`src/rtl/ddr3_spacing_pkg.sv`:
```
package ddr3_spacing_pkg;

    localparam logic [2:0] CODE_NONE = 3'd0;
    localparam logic [2:0] CODE_RD   = 3'd1;
    localparam logic [2:0] CODE_WR   = 3'd2;
    localparam logic [2:0] CODE_PRE  = 3'd3;
    localparam logic [2:0] CODE_MRS  = 3'd4;

    // Round a picosecond interval up to whole clock cycles.
    function automatic int ps_to_ck(input int ps, input int tck_ps);
        return (ps + tck_ps - 1) / tck_ps;
    endfunction

    function automatic int max_int(input int a, input int b);
        return (a > b) ? a : b;
    endfunction

endpackage

```
`src/rtl/spacing_ctr.sv`:
```
// Saturating down counter. A load keeps the larger of the new value and
// the value the counter would have reached anyway.
module spacing_ctr #(
    parameter int CW = 6
) (
    input  logic          clk,
    input  logic          rst_n,
    input  logic          load_i,
    input  logic [CW-1:0] val_i,
    output logic          zero_o
);
    logic [CW-1:0] cnt_d, cnt_q, dec;

    always_comb begin
        dec   = (cnt_q != '0) ? cnt_q - 1'b1 : '0;
        cnt_d = (load_i && (val_i > dec)) ? val_i : dec;
    end

    always_ff @(posedge clk or negedge rst_n) begin
        if (!rst_n) cnt_q <= '0;
        else        cnt_q <= cnt_d;
    end

    assign zero_o = (cnt_q == '0);


    ctr_step_chk: assert property (@(posedge clk) disable iff (!rst_n)
        (!load_i && cnt_q != '0) |=> (cnt_q + 1'b1) == $past(cnt_q));

    ctr_floor_chk: assert property (@(posedge clk) disable iff (!rst_n)
        (!load_i && cnt_q == '0) |=> cnt_q == '0);

    ctr_load_chk: assert property (@(posedge clk) disable iff (!rst_n)
        load_i |=> cnt_q >= $past(val_i));
endmodule

```
`src/rtl/ddr3_bank_timer.sv`:
```
// Per-bank windows: precharge blocking (read-to-precharge, write recovery)
// and the whole-bank busy window after a write with auto-precharge.
module ddr3_bank_timer #(
    parameter int CW       = 6,
    parameter int RTP_LD   = 1,
    parameter int WRPRE_LD = 1,
    parameter int DAL_LD   = 1
) (
    input  logic clk,
    input  logic rst_n,
    input  logic rd_hit_i,
    input  logic wr_hit_i,
    input  logic ap_i,
    output logic pre_free_o,
    output logic bank_free_o
);
    logic          pre_load, dal_load;
    logic [CW-1:0] pre_val;

    always_comb begin
        pre_load = rd_hit_i || wr_hit_i;
        pre_val  = wr_hit_i ? CW'(WRPRE_LD) : CW'(RTP_LD);
        dal_load = wr_hit_i && ap_i;
    end

    spacing_ctr #(.CW(CW)) u_pre_ctr (
        .clk(clk), .rst_n(rst_n), .load_i(pre_load), .val_i(pre_val),
        .zero_o(pre_free_o)
    );

    spacing_ctr #(.CW(CW)) u_dal_ctr (
        .clk(clk), .rst_n(rst_n), .load_i(dal_load), .val_i(CW'(DAL_LD)),
        .zero_o(bank_free_o)
    );


    rtp_block_chk: assert property (@(posedge clk) disable iff (!rst_n)
        (rd_hit_i && RTP_LD > 0) |=> !pre_free_o);

    wrpre_block_chk: assert property (@(posedge clk) disable iff (!rst_n)
        (wr_hit_i && WRPRE_LD > 0) |=> !pre_free_o);

    dal_block_chk: assert property (@(posedge clk) disable iff (!rst_n)
        (wr_hit_i && ap_i && DAL_LD > 0) |=> !bank_free_o);
endmodule

```
`src/rtl/ddr3_cmd_spacing_guard.sv`:
```
module ddr3_cmd_spacing_guard
    import ddr3_spacing_pkg::*;
#(
    parameter int NUM_BANKS  = 8,
    parameter int TCK_PS     = 1250,
    parameter int CWL        = 8,
    parameter int BURST_CK   = 4,
    parameter int CCD_CK     = 4,
    parameter int RTP_MIN_CK = 4,
    parameter int RTP_PS     = 7500,
    parameter int WTR_MIN_CK = 4,
    parameter int WTR_PS     = 7500,
    parameter int WR_PS      = 15000,
    parameter int MRD_CK     = 4,
    parameter int MOD_MIN_CK = 12,
    parameter int MOD_PS     = 15000,
    parameter int TRP_PS     = 13750,
    localparam int BANK_W    = (NUM_BANKS > 1) ? $clog2(NUM_BANKS) : 1
) (
    input  logic              clk,
    input  logic              rst_n,
    input  logic              cmd_issue,
    input  logic [2:0]        cmd_code,
    input  logic [BANK_W-1:0] cmd_bank,
    input  logic              cmd_autopre,
    output logic              rd_ok,
    output logic              wr_ok,
    output logic              pre_ok,
    output logic              mrs_ok,
    output logic              oth_ok,
    output logic              violation
);
    localparam int RTP_CK  = max_int(RTP_MIN_CK, ps_to_ck(RTP_PS, TCK_PS));
    localparam int WTR_CK  = max_int(WTR_MIN_CK, ps_to_ck(WTR_PS, TCK_PS));
    localparam int WR_CK   = ps_to_ck(WR_PS, TCK_PS);
    localparam int MOD_CK  = max_int(MOD_MIN_CK, ps_to_ck(MOD_PS, TCK_PS));
    localparam int RP_CK   = ps_to_ck(TRP_PS, TCK_PS);
    localparam int WEND_CK = CWL + BURST_CK;
    localparam int WR2RD   = WEND_CK + WTR_CK;
    localparam int WR2PRE  = WEND_CK + WR_CK;
    localparam int DAL_CK  = WR2PRE + RP_CK;
    localparam int CW      = $clog2(DAL_CK + 1);

    logic is_rd, is_wr, is_pre, is_mrs, is_oth;
    logic ccd_z, wtr_z, mrd_z, mod_z;
    logic [NUM_BANKS-1:0] pre_free, bank_free;
    logic cur_ok, viol_d, viol_q;

    always_comb begin
        is_rd  = cmd_issue && (cmd_code == CODE_RD);
        is_wr  = cmd_issue && (cmd_code == CODE_WR);
        is_pre = cmd_issue && (cmd_code == CODE_PRE);
        is_mrs = cmd_issue && (cmd_code == CODE_MRS);
        is_oth = cmd_issue && (cmd_code > CODE_MRS);
    end

    // Global windows
    spacing_ctr #(.CW(CW)) u_ccd_ctr (
        .clk(clk), .rst_n(rst_n), .load_i(is_rd || is_wr),
        .val_i(CW'(CCD_CK - 1)), .zero_o(ccd_z)
    );
    spacing_ctr #(.CW(CW)) u_wtr_ctr (
        .clk(clk), .rst_n(rst_n), .load_i(is_wr),
        .val_i(CW'(WR2RD - 1)), .zero_o(wtr_z)
    );
    spacing_ctr #(.CW(CW)) u_mrd_ctr (
        .clk(clk), .rst_n(rst_n), .load_i(is_mrs),
        .val_i(CW'(MRD_CK - 1)), .zero_o(mrd_z)
    );
    spacing_ctr #(.CW(CW)) u_mod_ctr (
        .clk(clk), .rst_n(rst_n), .load_i(is_mrs),
        .val_i(CW'(MOD_CK - 1)), .zero_o(mod_z)
    );

    // Per-bank windows
    for (genvar b = 0; b < NUM_BANKS; b++) begin : g_bank
        logic hit;
        assign hit = (cmd_bank == BANK_W'(b));
        ddr3_bank_timer #(
            .CW(CW), .RTP_LD(RTP_CK - 1), .WRPRE_LD(WR2PRE - 1),
            .DAL_LD(DAL_CK - 1)
        ) u_timer (
            .clk(clk), .rst_n(rst_n),
            .rd_hit_i(is_rd && hit), .wr_hit_i(is_wr && hit),
            .ap_i(cmd_autopre),
            .pre_free_o(pre_free[b]), .bank_free_o(bank_free[b])
        );
    end

    always_comb begin
        rd_ok  = ccd_z && wtr_z && mod_z && bank_free[cmd_bank];
        wr_ok  = ccd_z && mod_z && bank_free[cmd_bank];
        pre_ok = mod_z && bank_free[cmd_bank] && pre_free[cmd_bank];
        mrs_ok = mrd_z;
        oth_ok = mod_z;
        cur_ok = !((is_rd && !rd_ok) || (is_wr && !wr_ok) || (is_pre && !pre_ok)
                   || (is_mrs && !mrs_ok) || (is_oth && !oth_ok));
        viol_d = viol_q || !cur_ok;
    end

    always_ff @(posedge clk or negedge rst_n) begin
        if (!rst_n) viol_q <= 1'b0;
        else        viol_q <= viol_d;
    end

    assign violation = viol_q;


    viol_hold_chk: assert property (@(posedge clk) disable iff (!rst_n)
        violation |=> violation);

    viol_set_chk: assert property (@(posedge clk) disable iff (!rst_n)
        (cmd_issue && cmd_code == CODE_RD && !rd_ok) |=> violation);

    ccd_block_chk: assert property (@(posedge clk) disable iff (!rst_n)
        (cmd_issue && (cmd_code == CODE_RD || cmd_code == CODE_WR) && CCD_CK > 1)
        |=> (!rd_ok && !wr_ok));

    mrd_block_chk: assert property (@(posedge clk) disable iff (!rst_n)
        (cmd_issue && cmd_code == CODE_MRS && MRD_CK > 1) |=> !mrs_ok);

    mod_block_chk: assert property (@(posedge clk) disable iff (!rst_n)
        (cmd_issue && cmd_code == CODE_MRS && MOD_CK > 1) |=> (!oth_ok && !pre_ok));

    none_quiet_chk: assert property (@(posedge clk) disable iff (!rst_n)
        (cmd_issue && cmd_code == CODE_NONE && !violation) |=> !violation);
endmodule

```
`config.mk`:
```
export PLATFORM = sky130hd
export DESIGN_NAME = ddr3_cmd_spacing_guard
export DESIGN_NICKNAME = d
export VERILOG_FILES = /design/src/rtl/ddr3_spacing_pkg.sv /design/src/rtl/spacing_ctr.sv /design/src/rtl/ddr3_bank_timer.sv /design/src/rtl/ddr3_cmd_spacing_guard.sv
export SDC_FILE = /design/constraint.sdc
export NUM_CORES = 1
export LEC_CHECK = 0
export BUFFER_PORTS_ARGS = -buffer_cell sky130_fd_sc_hd__buf_2
export CORE_MARGIN = 2
export CORE_UTILIZATION = 45
export DETAILED_ROUTE_END_ITERATION = 16
export GPL_ROUTABILITY_DRIVEN = 0
export GPL_TIMING_DRIVEN = 0
export PLACE_DENSITY = 0.69
export SYNTH_ARGS = -nofsm -noshare
export SYNTH_HDL_FRONTEND = slang
export SYNTH_SLANG_ARGS = --single-unit
```
`constraint.sdc`:
```
create_clock -name clk -period 4.96 [get_ports clk]
set_input_delay 0 -clock clk [delete_from_list [all_inputs] [get_ports clk]]
set_output_delay 0 -clock clk [all_outputs]
set_load 0.05 [all_outputs]
```
# Yosys cells after proc, flatten, opt, wreduce, memory -nomap -nowiden
# Cells that the tools add are included.
# totals
word_cells,247
input_bits,10
latchBits,0
n_memories,0
ff_bits,121
rom_bits,0
ramBits,0
# classes
n_lt_le_gt_ge,22
mul,0
eq_ne,11
n_shift,0
n_addsub,20
muxes,52
n_div,0
n_reduce_logical,121
bitwise_logic,0
# ops
operator,count
$mux 6,40
$logic_not 6->1,20
$reduce_bool 6->1,20
$sub 6x1->6 const B,20
$logic_and 1x1->1,61
$gt 6x6->1,8
$gt 6x6->1 const A,8
$mux 5,8
$eq 3x3->1 const B,5
$logic_or 1x1->1,14
$eq 3x2->1 const B,4
$gt 2x6->1 const A,2
$bmux 1 s3,2
$eq 3x1->1 const B,2
$gt 4x6->1 const A,1
$gt 5x6->1 const A,1
$logic_not 1->1,5
$lt 3x4->1 const B,1
$gt 3x3->1 const B,1
$logic_not 3->1,1
$mux 1,2

# Longest topological paths before layout
# depth
depth_word,11
mapped_depth,10
mapped_depth_nobuf,10

# Hierarchy
# From an unflattened synthesis, not the netlist that was laid out.
# hier_totals
cells_unflattened,1181
area_unflattened_um2,11375.9
# by_module_without_submodules
mod,seq_area_each_um2,area_per_inst_um2,n_inst,cells_each
spacing_ctr at g_bank[1].u_timer.u_pre_ctr ...,150.1,539.3,14,54
spacing_ctr at g_bank[0].u_timer.u_dal_ctr ...,150.1,541.8,5,54
spacing_ctr at g_bank[4].u_timer.u_pre_ctr,150.1,518.0,1,55
ddr3_cmd_spacing_guard,25.0,429.2,1,68
ddr3_bank_timer,0.0,21.3,8,4

# Worst setup path after synthesis
# No wires, ideal clock.
# synth_path
kind,reg2reg
start,reg u_mrd_ctr.cnt_q[0]
end,reg viol_q (netlist: violation)
setup_time_ns,0.139
arrival_ns,3.028
required_time_ns,4.821
path_stages_with_launch,8
n_path_buf,0
period_less_slack_ns,3.166
setup_slack_ns,1.794
path_cell_list,dfrtp_1 > inv_1 > ha_1 > nand2b_1 > nor4_1 > a21oi_1 > a31oi_1 > o221ai_1
# synth_between
elab_chain_len,6
# synth_rtl
element,line_no,source
"start, declared",spacing_ctr.sv:12,"logic [CW-1:0] cnt_d, cnt_q, dec;"
"start signal, assigned",spacing_ctr.sv:21,else cnt_q <= cnt_d;
$logic_not 6->1,spacing_ctr.sv:24,assign zero_o = (cnt_q == '0);
via mrs_ok,ddr3_cmd_spacing_guard.sv:29,"output logic mrs_ok,"
$logic_not 1->1,ddr3_cmd_spacing_guard.sv:97,|| (is_mrs && !mrs_ok) || (is_oth && !oth_ok));
$logic_and 1x1->1,ddr3_cmd_spacing_guard.sv:97,
$logic_or 1x1->1 (2 in a row),ddr3_cmd_spacing_guard.sv:97,
$logic_or 1x1->1,ddr3_cmd_spacing_guard.sv:98,viol_d = viol_q || !cur_ok;
via viol_d,ddr3_cmd_spacing_guard.sv:47,"logic cur_ok, viol_d, viol_q;"
"end signal, assigned",ddr3_cmd_spacing_guard.sv:103,else viol_q <= viol_d;
"end, declared",ddr3_cmd_spacing_guard.sv:47,
# The timed path passes the listed nets, and every way through them passes these cells.

# Final worst setup path
# layout_path
start,reg u_mrd_ctr.cnt_q[0]
end,reg viol_q (netlist: violation)
# layout_between
elab_chain_len,6
# layout_rtl
element,line_no
$logic_not 6->1,spacing_ctr.sv:24
$logic_not 1->1,ddr3_cmd_spacing_guard.sv:97
$logic_and 1x1->1,ddr3_cmd_spacing_guard.sv:97
$logic_or 1x1->1 (2 in a row),ddr3_cmd_spacing_guard.sv:97
$logic_or 1x1->1,ddr3_cmd_spacing_guard.sv:98
via viol_d,ddr3_cmd_spacing_guard.sv:47
# The timed path passes the listed nets, and every way through them passes these cells.

==> summary.md <==
| Metric | Value |
|---|---|
| IO Port Bufs | 15 |
| Initial Util | 45.8% |
| Hold_buf cts | 9 |
| Synth top area share | 38.5% |
| Worst slack at placement | 2.16 ns |
| Fin nets | 1004 |
| Final min period | 3.25 ns |
| CTS tree | built |
| Leak | 4.07 nW |
| Most common cell in the netlist | dfrtp_1 |
| Total die area | 18600 um^2 |
| Status | complete, no violations |
| Post-cts sizing count | 0 |
| Routed Antenna Nets | 0 |
| Vias in the first global route | 6229 |
| WL final | 16400 um |
| Final worst slack | 1.71 ns |
| Reg2reg start | u_mrd_ctr.cnt_q[0] |
| Seq cells post-synth | 121 |
| H-tree depth | 4 |
| Std-Cell Rows | 48 |
| Root Buffer Master | clkbuf_16 |
| DP Wirelength | 11800 um |
| Diodes inserted | 0 |
| TritonRoute pass-1 iters | 5 |
| Type of origin of the critical path | flip-flop |
| Register area | 3030 um^2 |
| Synth unique cells | 60 |
| Setup_tns | 0 ns |
| Critical path required time | 5.26 ns |
| CTS Sinks | 121 |
| Synthesized area | 7870 um^2 |
| Final hold vios | 0 |
| Dominant cell type by area after synthesis | dfrtp_1 |
| Largest net degree at the start of global routing | 92 |
| Wirelength per Cell | 14.1 um |
| Syn_area_per_cell | 8.88 um^2 |
| All-Layer GR Usage | 19.0% |
| Count of final setup violators | 0 |
| Worst-margin pin slew | 0.970 ns |
| Gr ovfl total | 0 |
| Top cells by area, synth | dfrtp_1 38%, ha_1 10%, nor2_1 5.3% |
| Share of layout cells above drive strength 1 | 6.79% |
| Syn. warnings | 0 |
| Clock latency on the worst-skew pair | 0.42 ns |
| CP endpoint kind | flip-flop |
| Sequential area share after synthesis | 38.5% |
| Clk buf depth | 2 |
| # fillers | 1604 |
| Crit path max fanout | 7 |
| Max VDD drop | 0.343 mV |
| Drt drc | 0 |
| Mapped Cells | 886 |
| Vias per cell | 5.45 |
| Die X | 136 um |
| Ranking of synthesized cells by instance count | 121 x dfrtp_1, 111 x nor2_1, 70 x inv_1 |
| R2R depth | 9 |
| Clock Pin Slew Worst Setup and Hold Paths | 0.06 ns |
| Core ar. | 17200 um^2 |
| Worst relative slew slack | 34.7% |
| FF-to-FF End | violation |
| Die H | 136 um |
| Synth Flop Type | dfrtp_1 |
| Syn nets | 960 |
| DR iter-0 viols | 446 |
| Min-delay worst type | in2async |
| Power Density | 694 nW/um^2 |
| Initial antenna violation count | 0 |
| Routed via count | 6363 |
| I/O Pins | 16 |
| Num CTS Buffers | 17 |
| Number of synthesized flops with an enable pin | 0 |
| Worst setup endpoint | violation |
| Postcts setup bufs | 0 |
| Worst R2R Setup Slack | 1.71 ns |
| Final Cycle Share | 65.6% |
| Async SR Flop Fraction | 100% |
| Peak Freq | 307 MHz |
| Crit. Startpoint | u_mrd_ctr.cnt_q[0] |
| Fin. max-slew vios | 0 |
| Layout Skew | 0.00789 ns |
| Crit path kind | reg2reg |
| Arr. time, crit path | 3.55 ns |
| Layout Area Growth over Synthesis | 14.1% |
| Max-cap viol count | 0 |
| Unrepaired setup endpoints after global routing | false |
| Area occupied by multi-input gates | 4550 um^2 |
| First-pass GRT wire length | 28300 um |
-- per-stage QoR --
step	hold WS [ns]	total power [mW]	cell area, um^2	instances	util, %
final	0.0269	6.23	8980	1167	52.3
after global routing	0.0586	6.82	8980	1167	52.3
after CTS	0.0306	6.26	8980	1167	52.3
after detailed placement	-0.0924	4.88	8260	1127	48.1
after global placement	0.297	4.80	8230	1126	47.9
after floorplan	-0.296	4.25	7870	886	-
-- where the power goes --
part,total (mW),internal [mW],switching (mW)
registers,2.05,1.50,0.552
clock network,1.32,0.864,0.452
logic,2.86,1.33,1.54
-- critical path: stages, from the launching register on --
cell           delay (ns)
dfrtp_1              0.41
inv_1                0.09
ha_1                 0.17
nand2b_1             0.08
nor4_1               0.74
a21oi_1              0.16
a31oi_1              0.22
dlygate4sd3_1        0.59
o221ai_1             0.10
dlygate4sd3_1        0.57
-- state kept, by name (all words and copies together), names as in the netlist --
register and flops:
g_bank.u_timer.u_dal_ctr.cnt_q 48, g_bank.u_timer.u_pre_ctr.cnt_q 48, u_ccd_ctr.cnt_q 6, u_mod_ctr.cnt_q 6
u_mrd_ctr.cnt_q 6, u_wtr_ctr.cnt_q 6, violation 1
-- layout make-up --
class                           instances  area share, %
Tap cell                              225           3.14
Inverter                               70           2.93
Timing Repair Buffer                   25           2.22
Clock buffer                           20           5.09
Sequential cell                       121           33.7
Clock inverter                         11           1.91
Multi-Input combinational cell        688           50.7
Buffer                                  7          0.293
-- routing by layer --
metal,vias up,wire length (um),global-route usage (%)
met2,99,7920,32.7
met1,3030,7710,23.8
met5,-,0,0
li1,3217,-,-
met3,17,570,4.51
met4,0,234,5.03
-- worst min path at each step --
stage          cells after the start                                    to
2_1_floorplan                      0  g_bank[0].u_timer.u_dal_ctr.cnt_q[0]
3_3_place_gp                       3                             violation
3_5_place_dp                       1  g_bank[3].u_timer.u_dal_ctr.cnt_q[3]
4_1_cts                            2  g_bank[3].u_timer.u_dal_ctr.cnt_q[3]
5_1_grt                            2  g_bank[3].u_timer.u_dal_ctr.cnt_q[3]
6_report                           2  g_bank[3].u_timer.u_dal_ctr.cnt_q[3]
-- logic make-up (layout without fill, tap and decap cells) --
family | count (synthesis) | in the layout | synth area share, %
AND/OR/NAND/NOR | 402 | 402 | 27.1
AO/OA/AOI/OAI | 155 | 155 | 12.3
flip-flops | 121 | 121 | 38.5
buffers and inverters | 77 | 133 | 3.67
adder cells (fa/ha/maj) | 64 | 64 | 10.2
XOR/XNOR | 34 | 34 | 3.78
multiplexers | 33 | 33 | 4.55
-- placed cells by master, fill, tap and decap left out, types with 6 or more instances in the layout --
master | Yosys | routed
dfrtp_1 | 121 | 121
nor2_1 | 111 | 111
inv_1 | 70 | 70
ha_1 | 64 | 64
nand2_1 | 51 | 51
nor3_1 | 47 | 47
o21ai_0 | 43 | 43
a21oi_1 | 34 | 34
nand2b_1 | 33 | 33
nor2b_1 | 31 | 31
xnor2_1 | 30 | 30
nand3_1 | 29 | 29
a31oi_1 | 22 | 22
mux2i_1 | 20 | 20
or3_1 | 18 | 18
clkbuf_16 | 0 | 17
buf_2 | 0 | 14
nor3b_1 | 12 | 12
and3_1 | 11 | 11
nor4_1 | 10 | 10
and2_1 | 9 | 9
dlygate4sd3_1 | 0 | 9
clkbuf_1 | 7 | 8
a21boi_0 | 8 | 8
nand4_1 | 7 | 7
or4b_1 | 6 | 6
mux2_1 | 6 | 6
o22ai_1 | 6 | 6
No activity file was read; power rests on OpenSTA's default activity.
